[config.mk]
export PLATFORM = sky130hd
export DESIGN_NAME = vmc_mode_prog
export DESIGN_NICKNAME = d
export VERILOG_FILES = /design/src/rtl/vmp_pkg.sv /design/src/rtl/vmp_cfg_capture.sv /design/src/rtl/vmp_tick_gen.sv /design/src/rtl/vmp_init_seq.sv /design/src/rtl/vmc_mode_prog.sv
export SDC_FILE = /design/constraint.sdc
export NUM_CORES = 1
export LEC_CHECK = 0
export ABC_AREA = 1
export CAP_MARGIN = 5
export CORE_MARGIN = 2
export CORE_UTILIZATION = 52
export DETAILED_ROUTE_END_ITERATION = 8
export PLACE_DENSITY = 0.89
export RECOVER_POWER = 25
export SYNTH_ARGS = -nofsm -noshare
export SYNTH_HDL_FRONTEND = slang
export SYNTH_SLANG_ARGS = --single-unit
[constraint.sdc]
create_clock -name clk -period 2.4 [get_ports clk]
set_input_delay 0.24 -clock clk [delete_from_list [all_inputs] [get_ports clk]]
set_output_delay 0.24 -clock clk [all_outputs]
set_load 0.02 [all_outputs]
[src/rtl/vmp_pkg.sv]
package vmp_pkg;
   typedef enum logic {
      STAT_TOGGLE = 1'b0,
      STAT_HOLD   = 1'b1
   } stat_style_e;

   function automatic int unsigned period_of(input int unsigned d, input int unsigned f);
      return (d + 1) * (f + 1);
   endfunction
endpackage

[src/rtl/vmp_cfg_capture.sv]
module vmp_cfg_capture #(
   parameter int ADDR_W = 22
) (
   input  logic            clk,
   input  logic            rst,
   input  logic            mode_ld,
   input  logic            cs,
   input  logic            areq,
   input  logic [ADDR_W-1:0] addr,
   input  logic            prog_x,
   output logic [ADDR_W:0] cfg_q,
   output logic            ld_pulse
);
   logic ml_q, areq_q, acc_done;
   logic acc_hit, sa_hit;

   assign acc_hit  = mode_ld & cs & areq & ~areq_q & ~acc_done;
   assign sa_hit   = ~mode_ld & ml_q & ~acc_done;
   assign ld_pulse = acc_hit | sa_hit;

   always_ff @(posedge clk) begin
      if (rst) begin
         ml_q     <= 1'b0;
         areq_q   <= 1'b0;
         acc_done <= 1'b0;
         cfg_q    <= '0;
      end else begin
         ml_q   <= mode_ld;
         areq_q <= areq;
         if (ld_pulse) cfg_q <= {prog_x, addr};
         if (!mode_ld)     acc_done <= 1'b0;
         else if (acc_hit) acc_done <= 1'b1;
      end
   end
endmodule

[src/rtl/vmp_tick_gen.sv]
module vmp_tick_gen #(
   parameter int DIV_W = 3,
   parameter int FT_W  = 3,
   localparam int FTP  = (FT_W > 0) ? FT_W : 1
) (
   input  logic             clk,
   input  logic             rst,
   input  logic             run,
   input  logic [DIV_W-1:0] div,
   input  logic [FTP-1:0]   ft,
   output logic             tick
);
   logic [DIV_W-1:0] c1;
   logic             wrap1;

   assign wrap1 = (c1 >= div);

   always_ff @(posedge clk) begin
      if (rst || !run) c1 <= '0;
      else             c1 <= wrap1 ? '0 : c1 + 1'b1;
   end

   generate
      if (FT_W > 0) begin : g_two_stage
         logic [FT_W-1:0] c2;
         logic            wrap2;
         assign wrap2 = (c2 >= ft);
         always_ff @(posedge clk) begin
            if (rst || !run) c2 <= '0;
            else if (wrap1)  c2 <= wrap2 ? '0 : c2 + 1'b1;
         end
         assign tick = run & wrap1 & wrap2;
      end else begin : g_one_stage
         logic unused_ft;
         assign unused_ft = ^ft;
         assign tick = run & wrap1;
      end
   endgenerate
endmodule

[src/rtl/vmp_init_seq.sv]
module vmp_init_seq #(
   parameter int INIT_TICKS = 4096,
   localparam int CNT_W     = $clog2(INIT_TICKS + 1)
) (
   input  logic clk,
   input  logic rst,
   input  logic ld_pulse,
   input  logic tick,
   input  logic prech_ok,
   output logic programmed,
   output logic initializing,
   output logic rfsh_req,
   output logic tog_q,
   output logic ready
);
   logic [CNT_W-1:0] cnt;
   logic             prech_seen;
   logic             post_init;

   assign post_init = programmed & ~initializing;
   assign ready     = prech_seen | (post_init & prech_ok);

   always_ff @(posedge clk) begin
      if (rst) begin
         programmed   <= 1'b0;
         initializing <= 1'b0;
         cnt          <= '0;
         rfsh_req     <= 1'b0;
         tog_q        <= 1'b0;
         prech_seen   <= 1'b0;
      end else begin
         if (ld_pulse && !programmed) begin
            programmed   <= 1'b1;
            initializing <= 1'b1;
            cnt          <= '0;
         end else if (initializing && tick) begin
            if (cnt == CNT_W'(INIT_TICKS - 1)) initializing <= 1'b0;
            else                               cnt <= cnt + 1'b1;
         end
         rfsh_req <= tick;
         tog_q    <= tog_q ^ tick;
         if (post_init && prech_ok) prech_seen <= 1'b1;
      end
   end
endmodule

[src/rtl/vmc_mode_prog.sv]
module vmc_mode_prog #(
   parameter int ADDR_W     = 22,
   parameter int DIV_LSB    = 0,
   parameter int DIV_W      = 3,
   parameter int FT_LSB     = 3,
   parameter int FT_W       = 3,
   parameter int INIT_TICKS = 4096
) (
   input  logic              clk,
   input  logic              rst,
   input  logic              mode_ld,
   input  logic              cs,
   input  logic              areq,
   input  logic              ads,
   input  logic [ADDR_W-1:0] addr,
   input  logic              prog_x,
   input  logic              prech_ok,
   output logic [ADDR_W:0]   cfg_q,
   output logic              programmed,
   output logic              initializing,
   output logic              rfsh_req,
   output logic              rfsh_stat,
   output logic              wait_req,
   output logic              ads_ok
);
   import vmp_pkg::*;

   localparam int XB  = ADDR_W;
   localparam int FTP = (FT_W > 0) ? FT_W : 1;

   generate
      if (DIV_W < 1 || DIV_LSB + DIV_W > ADDR_W) begin : g_bad_div
         $error("divisor field outside address bits");
      end
      if (FT_W > 0 && FT_LSB + FT_W > ADDR_W) begin : g_bad_ft
         $error("fine-tune field outside address bits");
      end
      if (INIT_TICKS < 1) begin : g_bad_ticks
         $error("INIT_TICKS must be at least 1");
      end
   endgenerate

   logic             ld_pulse, tick, tog_q, ready;
   logic [DIV_W-1:0] div_f;
   logic [FTP-1:0]   ft_f;
   stat_style_e      style;

   assign div_f = cfg_q[DIV_LSB +: DIV_W];
   generate
      if (FT_W > 0) begin : g_ft
         assign ft_f = cfg_q[FT_LSB +: FT_W];
      end else begin : g_noft
         assign ft_f = '0;
      end
   endgenerate

   vmp_cfg_capture #(.ADDR_W(ADDR_W)) u_cap (
      .clk(clk), .rst(rst), .mode_ld(mode_ld), .cs(cs), .areq(areq),
      .addr(addr), .prog_x(prog_x), .cfg_q(cfg_q), .ld_pulse(ld_pulse)
   );

   vmp_tick_gen #(.DIV_W(DIV_W), .FT_W(FT_W)) u_tick (
      .clk(clk), .rst(rst), .run(programmed), .div(div_f), .ft(ft_f), .tick(tick)
   );

   vmp_init_seq #(.INIT_TICKS(INIT_TICKS)) u_seq (
      .clk(clk), .rst(rst), .ld_pulse(ld_pulse), .tick(tick), .prech_ok(prech_ok),
      .programmed(programmed), .initializing(initializing), .rfsh_req(rfsh_req),
      .tog_q(tog_q), .ready(ready)
   );

   assign style     = stat_style_e'(cfg_q[XB]);
   assign rfsh_stat = (style == STAT_HOLD) ? initializing : tog_q;
   assign wait_req  = cs & areq & ~mode_ld & ~ready;
   assign ads_ok    = ads & ~mode_ld;
endmodule

==> impl_metrics.ini <==
[detailed_routing]
drtAntennaViolNets = 0
vias = 2104
viasPerCell = 5.09
wl_per_cell_um = 12.4
drt_first_pass_iters = 4
drtIter0Drc = 135
drc = 0
totalWireLength_um = 5100

[global_route]
grt_max_degree = 29
grtUsageTotal_pct = 21.7
grt_pass1_wl_um = 8780
grt_overflow_total = 0
antenna_found_initial = 0
grt_pass1_vias = 2019

[clock_tree]
cts_htree_levels = 2
cts_root_buf = clkbuf_8
clk_path_buf_depth = 2
cts_buffers = 5
cts.sinks = 50
post_cts_resized = 0
ctsHoldBuffers = 0
clkTransAtPathRegs_ns = 0.09
cts_tree = yes
clk_latency_ns = 0.31
post_cts_buffers = 0

[sta]
setup_violations = 0
hold_violations = 0
min_period_ns = 1.96
fmax_ghz = 0.509
finalWorstSetupSlack_ns = 0.436
fin_worst_skew_ns = 0.0100
fin_setup_tns_ns = 0
drv_slew = 0
worst_pin_slew_ns = 0.804
finalCritPeriodShare_pct = 81.8
slew_headroom_pct = 46.4
hold_ws_ns = 0.470
rsz0062_at_grt = false

[setup_path]
cp.arrival_ns = 1.72
cp-endpoint = wait_req
endpoint_kind = primary output
r2r_cells = 11
cpPeakStageDelay_ns = 0.61
rr_startpoint = u_cap.cfg_q[5]
r2r_slack_ns = 0.47
worstPathCellList = inv_1 -> nand3_1 -> nand4_1 -> nor2_1 -> clkdlybuf4s50_1
required_ns = 2.16
path_max_fanout = 5
r2r-end = u_seq.cnt[12]
slowest_stage = clkdlybuf4s50_1
startpoint = u_seq.initializing
critPathLaunchType = flip-flop
worst-setup-path-type = flip-flop to primary output

[power]
switching_power_uw = 460
sequentialPowerShare_pct = 50.3
combPwrFrac_pct = 16.7
p_sw_share_pct = 25.9
internal_power_uw = 1320
p_leak_uw = 0.00120
p_per_area_mw_per_mm2 = 582
power_frac_clock_pct = 33.0
ir_worst_vdd_uv = 431
power_uw = 1780

[finish]
seq_area_mm2 = 0.00100
areaGrowthSynthToFinish_pct = 30.0
fill_cells = 324
n_antenna_cell = 0
multiInputGateArea_mm2 = 0.00115
final_common_cell = nor2_1
finalCoreUtilization_pct = 70.1
fin_nets = 399
drive_gt1_share_pct = 9.70
final_cell_mix = nor2_1 (57), clkdlybuf4s50_1 (50), dfxtp_1 (50)

[status]
status = completed

[hold_path]
hold_class = flip-flop to flip-flop
hold_depth = 2

[die]
rows = 24
core-area_mm2 = 0.00435
die_w_um = 71.2
ios = 59
die_y_um = 71.2
dieArea_mm2 = 0.00507
initial_core_util_pct = 53.9

[placed_design]
routabilityCongestion = 0.795
dp_hpwl_um = 3750
pre_cts_slack_ns = 0.564
io_buffers = 58

[synth]
synth_nets = 342
yosysSeqAreaShare_pct = 42.6
synth.avg_cell_area_um2 = 7.75
synthDistinctLibCells = 27
yosys_warnings = 0
synth_area_mm2 = 0.00235
syn_inst = 303
ys_ff_latch = 50

[run]
max-cap-violations = 0
==> critical path, delay by kind of cell (launching register included) <==
family / cells / cell delay, ns
AND/OR/NAND/NOR: 3 / 0.27
flip-flops: 1 / 0.42
buffers and inverters: 2 / 0.73
==> Yosys cell counts <==
library cell	count	area [um^2]
nor2_1	57	214
dfxtp_1	50	1000
nand2_1	46	173
inv_1	29	109
o21ai_0	19	95.1
a21oi_1	13	65.1
nand3_1	13	65.1
nand3_2	12	120
o21ai_1	11	55.1
a21oi_2	10	87.6
ha_1	9	113
xor2_1	5	43.8
clkbuf_1	4	15.0
nand4_1	4	25.0
xnor2_1	4	35.0
buf_4	3	22.5
buf_2	2	10.0
inv_2	2	7.51
nor2_4	2	22.5
a21boi_0	1	7.51
buf_6	1	11.3
clkbuf_4	1	7.51
clkinv_1	1	3.75
nand2_2	1	6.26
nand4_4	1	21.3
nor2_2	1	6.26
nor3_1	1	5.00
==> cells by family (layout without fill, tap and decap cells) <==
group	count (synthesis)	in the layout	share of synthesized area (%)
AOI/OAI and AO/OA	54	54	13.2
xor gates and xnor gates	9	9	3.36
adders and majority gates	9	9	4.80
buffers and inverters	43	101	7.94
DFF	50	50	42.6
and+or+nand+nor	138	138	28.0
==> final cells by class <==
class | instances | share of cell area (%)
Multi-Input combinational cell | 210 | 37.8
Sequential cell | 50 | 32.8
Timing Repair Buffer | 61 | 19.8
Inverter | 32 | 3.94
Clock buffer | 6 | 2.38
Tap cell | 52 | 2.13
Clock inverter | 2 | 1.23
==> registers in the layout (all words and copies together) (netlist names) <==
| register | count |
|---|---|
| u_cap.acc_done | 1 |
| u_cap.areq_q | 1 |
| u_cap.cfg_q | 23 |
| u_cap.ml_q | 1 |
| u_seq.cnt | 13 |
| u_seq.initializing | 1 |
| u_seq.prech_seen | 1 |
| u_seq.programmed | 1 |
| u_seq.rfsh_req | 1 |
| u_seq.tog_q | 1 |
| u_tick.c1 | 3 |
| u_tick.g_two_stage.c2 | 3 |
==> per-stage QoR <==
| stage | cell area (um^2) | cells |
|---|---|---|
| after floorplan | 2350 | 303 |
| final | 3050 | 413 |
| after global placement | 2950 | 405 |
| after CTS | 3060 | 413 |
| after global routing | 3050 | 413 |
| after detailed placement | 2950 | 405 |
==> how the worst min path moves through the flow <==
stage / start / to / slack [ns]
2_1_floorplan: areq / u_cap.areq_q / 0.35
3_3_place_gp: u_tick.c1[0] / u_tick.c1[0] / 0.43
3_5_place_dp: u_seq.cnt[12] / u_seq.cnt[12] / 0.45
4_1_cts: u_tick.c1[0] / u_tick.c1[0] / 0.47
5_1_grt: u_seq.cnt[12] / u_seq.cnt[12] / 0.50
6_report: u_seq.cnt[12] / u_seq.cnt[12] / 0.47
==> power groups by stage <==
stage               Sequential [uW]  Clock (uW)  Combinational, uW
floorplan                       950           0                114
global placement                910           0                294
detailed placement              912           0                301
CTS                             893         596                304
global route                    898         636                325
finish                          893         586                297
==> metal layers <==
metal	vias to the layer above	track usage (%)	wire, um
li1	1089	-	-
met1	956	25.4	2200
met2	52	36.2	2440
met3	7	8.40	390
met4	0	7.34	72
met5	-	0	0
(Power assumes the default switching activity.)
